$ cat config.mk
export PLATFORM = sky130hd
export DESIGN_NAME = alu3_core
export DESIGN_NICKNAME = d
export VERILOG_FILES = /design/src/rtl/alu3_pkg.sv /design/src/rtl/alu3_operand_cond.sv /design/src/rtl/alu3_adder.sv /design/src/rtl/alu3_out_sel.sv /design/src/rtl/alu3_core.sv
export SDC_FILE = /design/constraint.sdc
export NUM_CORES = 1
export LEC_CHECK = 0
export BUFFER_PORTS_ARGS = -buffer_cell sky130_fd_sc_hd__buf_2
export CORE_MARGIN = 3
export CORE_UTILIZATION = 56
export DETAILED_ROUTE_END_ITERATION = 16
export GPL_TIMING_DRIVEN = 1
export PLACE_DENSITY = 0.83
export SYNTH_ARGS = -nofsm -noshare
export SYNTH_HDL_FRONTEND = slang
export SYNTH_HIERARCHICAL = 1
export SYNTH_SLANG_ARGS = --single-unit
$ cat constraint.sdc
create_clock -name vclk -period 5.1
set_input_delay 0.51 -clock vclk [all_inputs]
set_output_delay 0.51 -clock vclk [all_outputs]
set_load 0.02 [all_outputs]
$ cat src/rtl/alu3_pkg.sv
package alu3_pkg;

    localparam int unsigned FUNC_W = 3;

    // low two bits of the function code: output source
    typedef enum logic [1:0] {
        SRC_AND = 2'b00,
        SRC_OR  = 2'b01,
        SRC_SUM = 2'b10,
        SRC_LT  = 2'b11
    } src_sel_e;

    // the one code that is not allocated to a function
    localparam logic [FUNC_W-1:0] FUNC_RESERVED = 3'b011;

endpackage

$ cat src/rtl/alu3_operand_cond.sv
// Conditions the second operand: pass or complement, bit by bit.
module alu3_operand_cond #(
    parameter int unsigned DATA_W = 32
) (
    input  logic [DATA_W-1:0] b_raw,
    input  logic              invert,
    output logic [DATA_W-1:0] b_cond
);

    for (genvar gi = 0; gi < DATA_W; gi++) begin : g_bit
        assign b_cond[gi] = b_raw[gi] ^ invert;
    end

endmodule

$ cat src/rtl/alu3_adder.sv
// Single shared adder; carry-in comes from the function code.
module alu3_adder #(
    parameter int unsigned DATA_W = 32
) (
    input  logic [DATA_W-1:0] opa,
    input  logic [DATA_W-1:0] opb,
    input  logic              cin,
    output logic [DATA_W-1:0] sum
);

    localparam int unsigned PAD_W = DATA_W - 1;

    always_comb begin
        sum = opa + opb + {{PAD_W{1'b0}}, cin};
    end

endmodule

$ cat src/rtl/alu3_out_sel.sv
// Picks the result source and applies the reserved-code rule.
module alu3_out_sel
    import alu3_pkg::*;
#(
    parameter int unsigned DATA_W = 32
) (
    input  logic [FUNC_W-1:0] func,
    input  logic [DATA_W-1:0] and_v,
    input  logic [DATA_W-1:0] or_v,
    input  logic [DATA_W-1:0] sum_v,
    output logic [DATA_W-1:0] y
);

    localparam int unsigned MSB   = DATA_W - 1;
    localparam int unsigned PAD_W = DATA_W - 1;

    src_sel_e src;

    always_comb begin
        src = src_sel_e'(func[1:0]);
        y   = '0;
        unique case (src)
            SRC_AND: y = and_v;
            SRC_OR:  y = or_v;
            SRC_SUM: y = sum_v;
            SRC_LT:  y = func[2] ? {{PAD_W{1'b0}}, sum_v[MSB]} : '0;
        endcase
    end

    always_comb begin
        if (src == SRC_LT) begin
            AST_LT_UPPER_CLEAR: assert (y[MSB:1] == '0);
        end
        if (func == 3'b111) begin
            AST_LT_FOLLOWS_SIGN: assert (y[0] == sum_v[MSB]);
        end
        if (func == FUNC_RESERVED) begin
            AST_RESERVED_ZERO: assert (y == '0);
        end
    end

endmodule

$ cat src/rtl/alu3_core.sv
module alu3_core
    import alu3_pkg::*;
#(
    parameter int unsigned DATA_W = 32
) (
    input  logic [DATA_W-1:0] a_in,
    input  logic [DATA_W-1:0] b_in,
    input  logic [2:0]        func,
    output logic [DATA_W-1:0] y_out,
    output logic              zero_out
);

    logic [DATA_W-1:0] b_cond;
    logic [DATA_W-1:0] and_v;
    logic [DATA_W-1:0] or_v;
    logic [DATA_W-1:0] sum_v;

    alu3_operand_cond #(.DATA_W(DATA_W)) u_cond (
        .b_raw  (b_in),
        .invert (func[2]),
        .b_cond (b_cond)
    );

    alu3_adder #(.DATA_W(DATA_W)) u_add (
        .opa (a_in),
        .opb (b_cond),
        .cin (func[2]),
        .sum (sum_v)
    );

    always_comb begin
        and_v = a_in & b_cond;
        or_v  = a_in | b_cond;
    end

    alu3_out_sel #(.DATA_W(DATA_W)) u_sel (
        .func  (func),
        .and_v (and_v),
        .or_v  (or_v),
        .sum_v (sum_v),
        .y     (y_out)
    );

    always_comb begin
        zero_out = ~|y_out;
    end

    always_comb begin
        if (func == 3'b000) begin
            AST_AND_WITHIN_A: assert ((y_out & ~a_in) == '0);
        end
        if (func == 3'b001) begin
            AST_OR_COVERS_A: assert ((y_out & a_in) == a_in);
        end
        if (func == 3'b110 && a_in == b_in) begin
            AST_SUB_EQUAL_ZERO: assert (zero_out);
        end
        if (zero_out) begin
            AST_ZERO_MEANS_EMPTY: assert (y_out == '0);
        end
    end

endmodule

Word level (Yosys, flattened, before mapping)
Index checks and enable logic that the tools add are counted.
{ "word_totals": {"out_inout_bits": 33, "wordCells": 44, "inputBits": 67, "regBits": 0} }
{ "op_classes": {"n_bitwise": 34, "reduce_logical": 3, "muxes": 2, "addsub": 2, "n_eq_ne": 3} }
{ "ops": {"columns": ["operator", "count"], "rows": [
  ["$pmux 32 s4", 1],
  ["$add 32x1->32", 1],
  ["$add 32x32->32", 1],
  ["$and 32x32->32", 1],
  ["$or 32x32->32", 1],
  ["$reduce_or 32->1", 1],
  ["$xor 1x1->1", 32],
  ["$eq 2x2->1 const B", 2],
  ["$eq 2x1->1 const B", 1],
  ["$logic_not 2->1", 1],
  ["$logic_not 1->1", 1],
  ["$mux 1", 1]
]} }

Depth between registers and ports, before layout
Gate-level depths: netlist of the first run.
{ "depth": {"word_depth": 7, "ltp_mapped": 16, "depth_no_buf": 13} }

Modules after synthesis
Netlist of the first run, hierarchy kept.
{ "modules_own_cells": {"columns": ["mod", "seq_area_each_um2", "area_each_um2", "cells_per_inst", "n_inst"], "rows": [
  ["alu3_adder", 0.0, 2003.2, 280, 1],
  ["alu3_out_sel", 0.0, 719.4, 76, 1],
  ["alu3_core", 0.0, 473.0, 75, 1],
  ["alu3_operand_cond", 0.0, 351.6, 36, 1]
]} }

Worst setup path after synthesis of the first run
No wires, ideal clock.
{ "synth_path": {"path_type": "input-to-output", "from": "input port func[2]", "to": "output port zero_out", "arrival_time_ns": 3.907, "required_time_ns": 4.590, "setup_slack_ns": 0.683, "path_buffers": 2, "cell_stages": 15, "cell_sequence": "buf_6 > buf_12 > xor2_1 > fa_1 > fa_1 > a21o_1 > a221o_1 > a21o_1 > a31o_2 > a21oi_1 > xnor2_1 > o2bb2ai_1 > nor4_1 > nand4_1 > nor2_1"} }
{ "synth_via": {"word_cells_on_any_way": 40, "classes_between": "2 x add/sub; 2 x mux; 34 x bitwise; 2 x reduce/logical"} }
{ "synth_lines": {"columns": ["item", "line_no", "source"], "rows": [
  ["start: declaration", "alu3_core.sv:8", "input logic [2:0] func,"],
  ["$xor 1x1->1", "alu3_operand_cond.sv:11", "assign b_cond[gi] = b_raw[gi] ^ invert;"],
  ["named net b_cond[0]", "alu3_core.sv:13", "logic [DATA_W-1:0] b_cond;"],
  ["$add 32x32->32", "alu3_adder.sv:14", "sum = opa + opb + {{PAD_W{1'b0}}, cin};"],
  ["$add 32x1->32", "alu3_adder.sv:14", null],
  ["named net sum_v[24]", "alu3_core.sv:16", "logic [DATA_W-1:0] sum_v;"],
  ["$pmux 32 s4", "alu3_out_sel.sv:22", "unique case (src)"],
  ["named net y_out[24]", "alu3_core.sv:9", "output logic [DATA_W-1:0] y_out,"],
  ["$reduce_or 32->1", "alu3_core.sv:45", "zero_out = ~|y_out;"],
  ["$logic_not 1->1", "alu3_core.sv:45", null],
  ["end: declaration", "alu3_core.sv:10", "output logic zero_out"]
]} }
The timed path passes the listed nets, and every way through them passes these cells.

Worst setup path after layout of the first run
{ "layout_path": {"from": "input port func[2]", "to": "output port zero_out"} }
{ "layout_via": {"elab_chain_len": 7, "word_cells_on_any_way": 40, "classes_between": "2 x add/sub; 2 x mux; 34 x bitwise; 2 x reduce/logical"} }
{ "layout_lines": {"columns": ["item", "line_no", "source"], "rows": [
  ["$xor 1x1->1 (*)", "alu3_operand_cond.sv:11", null],
  ["named net b_cond[18]", "alu3_core.sv:13", null],
  ["$add 32x32->32 (*)", "alu3_adder.sv:14", null],
  ["$add 32x1->32 (*)", "alu3_adder.sv:14", null],
  ["named net sum_v[31]", "alu3_core.sv:16", null],
  ["$mux 1", "alu3_out_sel.sv:26", "SRC_LT: y = func[2] ? {{PAD_W{1'b0}}, sum_v[MSB]} : '0;"],
  ["$pmux 32 s4 (*)", "alu3_out_sel.sv:22", null],
  ["$reduce_or 32->1 (*)", "alu3_core.sv:45", null],
  ["$logic_not 1->1 (*)", "alu3_core.sv:45", null]
]} }
Mark *: on every way through the listed nets, which the timed path passes. The rest lies on a longest branch.

==> results of run 1 <==
final cells by class:
class	count	area, sq um
inverter	4	15.0
tap	75	93.8
timing repair buffer	105	538
fill	553	2100
multi-input combinational	432	3280
cell usage after synthesis, drive strengths merged, types with 4 or more instances:
library cell | n | area (sq um)
o2bb2ai | 31 | 272
nor2 | 26 | 97.6
a21oi | 31 | 163
nor4 | 11 | 87.6
xnor2 | 16 | 140
mux2i | 36 | 360
and2 | 34 | 213
nand3 | 5 | 25.0
ha | 30 | 375
clkbuf | 11 | 47.6
o21a | 4 | 30.0
nor3 | 9 | 50.1
a31oi | 4 | 40.0
a21o | 11 | 82.6
nand4 | 13 | 87.6
xor2 | 43 | 377
or2 | 35 | 219
buf | 20 | 204
inv | 4 | 15.0
o21ai | 17 | 85.1
nand2 | 25 | 93.8
through the flow:
step	util (%)	hold WS (ns)	total power [W]	setup WS, ns
after floorplan	-	1.30	0.000532	0.683
after global placement	65.2	1.59	0.000682	0.379
after detailed placement	65.2	1.60	0.000692	0.321
after CTS	65.2	1.60	0.000696	0.321
after global routing	65.2	1.65	0.000766	0.0465
final	65.2	1.61	0.000702	0.305
how the worst max path moves through the flow:
stage	startpoint	to	slack (ns)	cells after the start
6_report	func[2]	zero_out	0.30	16
5_1_grt	func[2]	zero_out	0.05	16
4_1_cts	func[2]	zero_out	0.32	16
3_5_place_dp	func[2]	zero_out	0.32	16
3_3_place_gp	func[2]	zero_out	0.38	15
2_1_floorplan	func[2]	zero_out	0.68	15
worst min-delay path, cell delays in order:
cell and delay (ns):
buf_2 0.10, or2_2 0.10, mux2i_1 0.05, o2bb2ai_1 0.17
buf_2 0.17
cells in the final DEF (no fill, tap or decap), types with 8 or more instances in the layout:
cell	n
xor2_1	43
and2_1	34
a21oi_1	29
nor3_1	8
nand4_1	12
a21o_1	11
mux2i_1	36
ha_1	30
o21ai_0	16
nor4_1	8
xnor2_1	16
nor2_1	26
or2_2	35
nand2_1	25
buf_2	100
o2bb2ai_1	31
kinds of logic (layout without fill, tap and decap cells):
| family | Yosys count | in the layout | synth area share (%) |
|---|---|---|---|
| mux | 37 | 37 | 10.8 |
| fa+ha+maj | 32 | 32 | 11.7 |
| simple gates | 171 | 171 | 27.3 |
| buf+inv | 35 | 109 | 7.51 |
| xor+xnor | 59 | 59 | 14.6 |
| compound gates | 133 | 133 | 28.1 |
layer usage:
layer,share of wire [%],GRT usage (%),wire length [um],up-vias
li1,-,-,-,1882
met1,44,34.0,4550,1790
met2,50,49.9,5190,124
met3,4.3,0.961,445,15
met4,1.7,4.46,180,0
met5,0,0,0,-
power groups by stage:
stage / registers [W] / logic, W / clock network [W]
after floorplan: 0 / 0.000532 / 0
after global placement: 0 / 0.000682 / 0
after detailed placement: 0 / 0.000692 / 0
after CTS: 0 / 0.000696 / 0
after global routing: 0 / 0.000766 / 0
final: 0 / 0.000702 / 0
==> results list, run 1 <==
* Vias in the first global route: 3,587
- At the end of routability-driven placement, the weighted congestion stood at 1.00.
- The Yosys step of the flow raised 6 warnings.
* Achievable Freq: 0.209 GHz
- Internal power: 0.000285 W
* Total wire length: 10,400 um
- In this run the mean area of a mapped cell was 7.60 sq um.
* Via-to-Cell Ratio: between 6 and 7
- Start point of the worst min-delay path: a_in[4]
- Arrival time at the worst endpoint: 4.29 ns
- On the worst path, the slowest cell contributes a delay of 0.47 ns.
- Maximum number of pins on one net before global-route repair: 34
* Count of nets after finishing: 642
* Most common cell on crit path: buf_2
* Detail Route Antenna Nets: 0
* Drt first pass iters: 5
- Initial Utilization: 58.9%
- Switching power total: 0.000418 W
* CP Data Required Time: 4.59 ns
* Setup TNS after final layout: 0 ns
- Status: complete, no violations
- Proportion of power drawn by flip-flops and latches: 0%
* Hold Path Depth: 5
- Endpoints failing setup: 0
* Startpoint-to-endpoint class of the critical path: in2out
- Switching share of total power: between 50% and 60%
* Die height: 85.6 um
* Max-slew violation count: 0
- Along the worst path, the maximum fanout reaches 16.
- The layout has 0 clock buffers.
* Unrepaired setup endpoints after global routing: false
- For this block, the initial DRC count from the detailed router was 164.
- For this run, the number of standard cells in the final layout without fillers is 616.
* Post-detailed-placement cell area: a little under 4000 sq um
- Combinational share of power: 100.0%
- Broken down by cell family, the worst path's largest delay share belongs to compound AO/OA/AOI/OAI gates.
- # resized after CTS: 0
* Number of flip-flops and latches: 0
- The final hold violation count came to 0.
- Remaining Overflow, GRT: 0
- IR drop worst, VDD: 0.0935 mV
- DIE WIDTH: 85.6 um
* FF/Latch Area: 0 sq um
* Critical path buffer and inverter count: 3
- The clock network accounts for 0% of the total power.
- The worst path needs 4.80 ns of the cycle, external delays included.
* Tightest Hold Check Type: in2out
* Summed area of non-filler cells in the final layout: 3930 sq um
- The cell area that synthesis handed to floorplanning was 3550 sq um.
- Synth Instances: 467
- I/O pin cnt: 100
- For this run, the total global-route usage over all layers was measured as about a quarter.
- Cell with the biggest individual delay on the critical path: mux4_2
- Detailed routing inserted a total of 3,811 vias.
- Across the run, the number of max-cap violations was 0.
- The count of buffers added on input and output ports is 100.
- Hold-fix buffer count after cts: 0
- The worst setup path is launched from a primary input.
- In the routed design, unresolved DRC markers number 0.
- Detailed Place HPWL: 8420 um
- First-pass GRT wire length: 16,600 um
- Post CTS Setup Buffer Count: 0
- The critical path goes through buf_2, buf_4, xor2_1, ha_1, a21oi_1, o22a_2, a31oi_4, a22oi_2, mux2i_1, a2111oi_2, and2_1, mux4_2, nor4_1, nand4_1, nor2_1, buf_2.
- 0 antenna diodes ended up in the layout.
* Sequential element share of the synthesized area: 0%
* Slew HR: 42.0%
- Site Rows: 28
- After floorplanning, the core was sized to cover roughly 6000 sq um.
- When the netlist entered floorplanning its net count stood at 566.
* CP endpoint kind: output pin
- Die outline area: 7320 sq um
- Cell Count Post-Placement: 616
* Actual transition at the worst max-transition pin: between 0.8 and 0.9 ns
- Dividing total power by cell area gives a power density of 179 nW/um^2.
* Static Leakage: about 1.8 nW
- The worst path uses 94.0% of the clock period.
- Number of unique standard cell types used by synthesis: 65
- The worst hold path terminates at y_out[4].
* Layout overhead on the synthesized area: 10.7%
* Antenna violations before repair: 0
- Cells with a size suffix above 1 make up between 20% and 30% of the layout.
- Routed length per placed instance: 16.8 um
Note: power is estimated with default switching activity, not from simulation.
==> run 2, diff against run 1 <==
Settings changed: PLACE_DENSITY 0.83 to 0.82, SYNTH_HIERARCHICAL 1 to unset.
==> results list, run 2 <==
- Most common cell on crit path: nor4_1 (was buf_2)
- The path class of the lowest-slack min-delay path is in2out (unchanged).
- DRC errors left: 0 (unchanged)
- Switching share of total power: 62.0% (was 59.5%)
* Number of flip-flops and latches: 0 (unchanged)
- The count of standard-cell rows came to 29 (was 28).
* Worst-path cell chain: clkbuf_4, xor2_1, inv_1, fa_1, nand2b_1, a21oi_1, o221ai_1, nor4_1, o2111ai_1, nor4_1, or4b_1, a2111oi_2, nand4bb_1, nor2_1, buf_2 (was buf_2, buf_4, xor2_1, ha_1, a21oi_1, o22a_2, a31oi_4, a22oi_2, mux2i_1, a2111oi_2, and2_1, mux4_2, nor4_1, nand4_1, nor2_1, buf_2)
* Summed area of non-filler cells in the final layout: 4470 sq um (was 3930 sq um)
- Die outline area: 7900 sq um (was 7320 sq um)
- PD cells: 161 nW/um^2 (was 179 nW/um^2)
- The filler-free cell count of the finished design came to 740 (was 616).
- Filler Cell Count: 599 (was 553)
- The highest clock frequency the design can meet came to 0.206 GHz (was 0.209 GHz).
- The max-cap violation count was 0 (unchanged).
- The highest fanout seen on the critical path was 14 (was 16).
* ANT cells: 0 (unchanged)
- FF/Latch Area: 0 sq um (unchanged)
- Via-to-Cell Ratio: 6.23 (was 6.19)
- The clock share of power was 0% (about the same).
- The initial cell density of the core came to 59.3% (was 58.9%).
- The share of power burned in registers was 0% (about the same).
* Top cells by area, synth: ha_1, xor2_1, inv_1, a21oi_1, nor2_1 (was xor2_1, ha_1, mux2i_1, o2bb2ai_1, or2_2)
* Cell with the biggest individual delay on the critical path: or4b_1 (was mux4_2)
- Status: complete, no violations (unchanged).
- Startpoint class of the critical path: primary input (unchanged)
- The final hold violation count came to 0 (unchanged).
* Cell Count Post-Placement: 740 (was 616)
* Die height: 88.9 um (was 85.6 um)
- Top cells by instance count after synthesis: inv_1, ha_1, nor2_1, xor2_1, nand2_1 (was xor2_1, mux2i_1, or2_2, and2_1, o2bb2ai_1)
- The final sum of negative setup slack was 0 ns (unchanged).
- The global router's overall resource usage came to 31.8% (was 26.6%).
- The most frequent standard cell in the layout excluding fill and tap cells is buf_2 (unchanged).
- Number of buffer cells added on primary ports: 100 (unchanged)
- The net switching power was 0.000448 W (was 0.000418 W).
- The instance area at placement is 4460 sq um (was 3930 sq um).
- Startpoint-to-endpoint class of the critical path: in2out (unchanged)
* Hold-fix buffer count after cts: 0 (unchanged)
* Drt first pass iters: 5 (unchanged)
- The number of antenna violations at the first check in global routing was 0 (unchanged).
- Most area-hungry cell type in the Yosys netlist: ha_1 (was xor2_1)
- Sequential element share of the synthesized area: 0% (unchanged)
- CP Data Required Time: 4.59 ns (about the same)
- CP endpoint kind: output pin (unchanged)
- IR drop worst, VDD: 0.0927 mV (was 0.0935 mV)
- The routed wirelength normalized by instance count was 17.4 um (was 16.8 um).
- Vias in the first global route: 4,209 (was 3,587)
* Synthesized Nets: 707 (was 566)
- Core region area: 6490 sq um (was 6030 sq um)
- Synth Instances: 575 (was 467)
- Endpoints failing setup: 0 (unchanged)
- Most frequent cells in the layout: buf_2, inv_1, ha_1 (was buf_2, xor2_1, mux2i_1)
- Count of nets after finishing: 797 (was 642)
- DIE WIDTH: 88.9 um (was 85.6 um)
- Maximum number of pins on one net before global-route repair: 20 (was 34)
* Unrepaired setup endpoints after global routing: false (unchanged)
- Detailed Place HPWL: 10,700 um (was 8420 um)
* First-pass GRT wire length: 20,300 um (was 16,600 um)
- I/O pin cnt: 100 (unchanged)
- Top cell type's share of synthesized area: 20.8% (was 10.6%)
* Leading cell type by number of instances after synthesis: inv_1 (was xor2_1)
- Slew HR: 57.9% (was 42.0%)
- The synthesis warning total was 0 (was 6).
- The netlist area before placement was 3850 sq um (was 3550 sq um).
- Total of clock buffers placed in the layout: 0 (unchanged)
* Ratio of cells with drive above 1 in the final layout: 21.0% (was 29.2%)
* Critical path buffer and inverter count: 3 (unchanged)
- The data arrival time of the worst path came to 4.36 ns (was 4.29 ns).
- Max-slew violation count: 0 (unchanged)
- Gpl congestion: 1.00 (about the same)
* Internal power: 0.000274 W (was 0.000285 W)
- Vias post-DR: 4,607 (was 3,811)
- Average cell area after synthesis: 6.69 sq um (was 7.60 sq um)
- The final global-route overflow total was 0 (unchanged).
- The family of cells with the greatest summed delay on the critical path is simple AND/OR/NAND/NOR gates (was compound AO/OA/AOI/OAI gates).
- The peak per-stage delay on the critical path came to 0.50 ns (was 0.47 ns).
* Actual transition at the worst max-transition pin: 0.630 ns (was 0.868 ns)
* Total wire length: 12,900 um (was 10,400 um)
* Clock period minus worst slack: 4.87 ns (was 4.80 ns)
* Crit share post-route: 95.4% (was 94.0%)
- Static Leakage: 2.34 nW (was 1.80 nW)
- The logic gate share of total power was 100.0% (about the same).
* Iter 0 DRT Violations: 469 (was 164)
* Number of unique standard cell types used by synthesis: 74 (was 65)
- The layout overhead on the synthesized area was 16.1% (was 10.7%).
- Detail Route Antenna Nets: 0 (unchanged)
-- run 2: cell type report --
cell class | count | area (sq um) | share of cell area (%)
multi-input cells | 466 | 3430 | 76.7
well taps | 77 | 96.3 | 2.16
repair buffers | 117 | 643 | 14.4
inverters | 80 | 300 | 6.72
-- run 2: cells by family after synthesis --
family,Yosys count,share of synthesized area [%]
and+or+nand+nor,170,22.7
muxes,2,0.845
xor gates and xnor gates,49,11.2
AOI/OAI and AO/OA,180,33.0
adders and majority gates,65,21.3
buffers and inverters,109,11.0
-- run 2: power groups by stage --
stage	logic, W	registers, W	clock network, W
2_1_floorplan	0.000498	0	0
3_3_place_gp	0.000693	0	0
3_5_place_dp	0.000704	0	0
4_1_cts	0.000708	0	0
5_1_grt	0.000790	0	0
6_report	0.000721	0	0
-- run 2: layer usage --
layer	up-vias	GRT usage [%]	share of wire, %
met3	21	1.20	8.8
li1	2230	-	-
met1	2108	46.6	45
met5	-	0	0
met4	0	4.40	1.4
met2	248	52.7	45
-- run 2: path summary, 6_finish.rpt --
kind,startpoint,end,depth (start not counted)
hold / removal,a_in[31],y_out[31],5
setup / recovery,func[2],zero_out,15
-- run 2: timing repair --
action | in CTS | in global routing
buffers inserted | 0 | 0
endpoints found under the setup margin | 0 | 1
gates resized for setup | 0 | 2
-- run 2: metrics by stage --
stage	total power (W)	worst slack [ns]	utilization, %	hold slack, ns
after global routing	0.000790	0.0122	68.8	1.61
final	0.000721	0.234	68.8	1.53
after global placement	0.000693	0.269	68.7	1.52
after detailed placement	0.000704	0.217	68.7	1.54
after CTS	0.000708	0.193	68.7	1.54
after floorplan	0.000498	0.328	-	1.35
==> run 3, diff against run 2 <==
Settings changed: CORE_MARGIN 3 to 10, REMOVE_ABC_BUFFERS set to 1.
==> results list, run 3 (same netlist as run 2, synthesis figures left out) <==
* Unrepaired setup endpoints after global routing: false (unchanged)
* Remaining Overflow, GRT: 0 (unchanged)
- The total power was 0.000733 W (was 0.000721 W).
* Status: complete, no violations (unchanged)
- Total count of hold-check failures in the final report: 0 (unchanged)
* DRC errors left: 0 (unchanged)
- The data arrival time of the worst path was 4.40 ns (was 4.36 ns).
- The highest clock frequency the design can meet was 0.204 GHz (was 0.206 GHz).
* Switching power total: 0.000455 W (was 0.000448 W)
* DIE WIDTH: 103 um (was 88.9 um)
- Combinational share of power: 100.0% (about the same)
- Via-to-Cell Ratio: 6.29 (was 6.23)
- The floorplan die area is 10,600 sq um (was 7900 sq um).
- The share of power burned in registers is 0% (about the same).
* ANT cells: 0 (unchanged)
* Crit share post-route: 96.3% (was 95.4%)
- The actual slew at the worst max-slew pin came to 0.474 ns (was 0.630 ns).
- The worst setup path category was in2out (unchanged).
* Count of nets after finishing: 801 (was 797)
- Routed length per placed instance: 18.2 um (was 17.4 um)
* Vias in the first global route: 4,580 (was 4,209)
- The most frequent standard cell in the layout excluding fill and tap cells is buf_2 (unchanged).
- Maximum number of pins on one net before global-route repair: 24 (was 20)
- CP endpoint kind: output pin (unchanged)
* Number of flip-flops and latches: 0 (unchanged)
* FF/Latch Area: 0 sq um (unchanged)
* Most frequent cells in the layout: buf_2, inv_1, ha_1 (unchanged)
- Tightest Hold Check Type: in2out (unchanged)
* First-pass GRT wire length: 22,000 um (was 20,300 um)
- Internal power: 0.000278 W (was 0.000274 W)
- The fraction of layout cells with a size suffix above 1 came to 21.9% (was 21.0%).
- The highest fanout seen on the critical path was 10 (was 14).
- Drt first pass iters: 5 (unchanged)
* Number of buffer cells added on primary ports: 100 (unchanged)
- The final worst hold slack was 1.54 ns (was 1.53 ns).
* Total routing usage reported by global routing: 24.8% (was 31.8%)
* Slew HR: 68.1% (was 57.9%)
- The number of antenna violations at the first check in global routing came to 0 (unchanged).
- Detailed Place HPWL: 11,300 um (was 10,700 um)
* Site Rows: 30 (was 29)
- The clock tree buffer count of the final layout is 0 (unchanged).
- Iter 0 DRT Violations: 467 (was 469)
* IR drop worst, VDD: 0.0821 mV (was 0.0927 mV)
- The total wire length after detailed routing is 13,600 um (was 12,900 um).
* Startpoint class of the critical path: primary input (unchanged)
- The minimum clock period after layout was 4.91 ns (was 4.87 ns).
- First element of the critical path: func[2] (unchanged)
- Initial Utilization: 57.3% (was 59.3%)
- Endpoints failing setup: 0 (unchanged)
* Count of max-cap constraint violations: 0 (unchanged)
- Max-slew violation count: 0 (unchanged)
- Vias post-DR: 4,699 (was 4,607)
- Endpoint of the worst setup timing path: zero_out (unchanged)
- Switching share of total power: 62.1% (was 62.0%)
- Layout overhead on the synthesized area: 17.4% (was 16.1%)
* Post CTS Setup Buffer Count: 0 (unchanged)
- The remaining number of nets flagged by the antenna check after routing is 0 (unchanged).
* Setup TNS after final layout: 0 ns (unchanged)
* Gpl congestion: 0.975 (was 1.00)
- CP Data Required Time: 4.59 ns (about the same)
- PD cells: 162 nW/um^2 (was 161 nW/um^2)
- Static Leakage: 2.36 nW (was 2.34 nW)
- The top-level port count is 100 (unchanged).
* Core region area: 6720 sq um (was 6490 sq um)
* Die height: 103 um (was 88.9 um)
- The clock share of power came to 0% (about the same).
run 3: worst min-delay path by stage:
stage / depth (start not counted) / slack [ns] / startpoint / to
global placement: 5 / 1.53 / a_in[31] / y_out[31]
CTS: 5 / 1.55 / a_in[31] / y_out[31]
finish: 5 / 1.54 / a_in[31] / y_out[31]
detailed placement: 5 / 1.54 / a_in[31] / y_out[31]
global route: 5 / 1.61 / a_in[31] / y_out[31]
floorplan: 1 / 1.16 / func[1] / y_out[13]
run 3: routing by layer:
metal | vias up | part of all wire [%] | global-route usage [%]
li1 | 2236 | - | -
met1 | 2184 | 42 | 31.7
met2 | 254 | 48 | 43.6
met3 | 25 | 8.9 | 3.22
met4 | 0 | 1.4 | 3.64
met5 | - | 0 | 0
run 3: stage by stage:
| step | utilization (%) | setup slack [ns] | std cells | instance area [sq um] |
|---|---|---|---|---|
| after global placement | 66.9 | 0.247 | 747 | 4500 |
| final | 67.3 | 0.187 | 747 | 4520 |
| after floorplan | - | 0.927 | 546 | 3730 |
| after CTS | 66.9 | 0.0840 | 747 | 4500 |
| after global routing | 67.3 | 0.00821 | 747 | 4520 |
| after detailed placement | 66.9 | 0.0991 | 747 | 4500 |
run 3: timing repair:
item,4_1_cts,5_1_grt
setup endpoints to repair,0,1
hold buffers,0,0
gates resized for setup,0,7
run 3: power groups by stage:
| stage | combinational, W | clock (W) | sequential [W] |
|---|---|---|---|
| CTS | 0.000713 | 0 | 0 |
| floorplan | 0.000483 | 0 | 0 |
| detailed placement | 0.000709 | 0 | 0 |
| global route | 0.000801 | 0 | 0 |
| finish | 0.000733 | 0 | 0 |
| global placement | 0.000695 | 0 | 0 |
run 3: cell type report:
class,count,area [sq um]
Multi-Input combinational cell,466,3450
Fill cell,640,2200
Inverter,80,300
Tap cell,80,100
Timing Repair Buffer,121,673
run 3: worst max-delay path: stages:
cell,delay [ns]
clkbuf_4,0.28
xor2_1,0.22
inv_1,0.06
ha_1,0.38
a21oi_2,0.30
o22ai_2,0.18
o211a_1,0.32
o31ai_2,0.35
o31ai_1,0.13
o22a_1,0.22
or4_4,0.53
a2111oi_2,0.46
nand4bb_1,0.15
nor2_1,0.13
buf_2,0.17
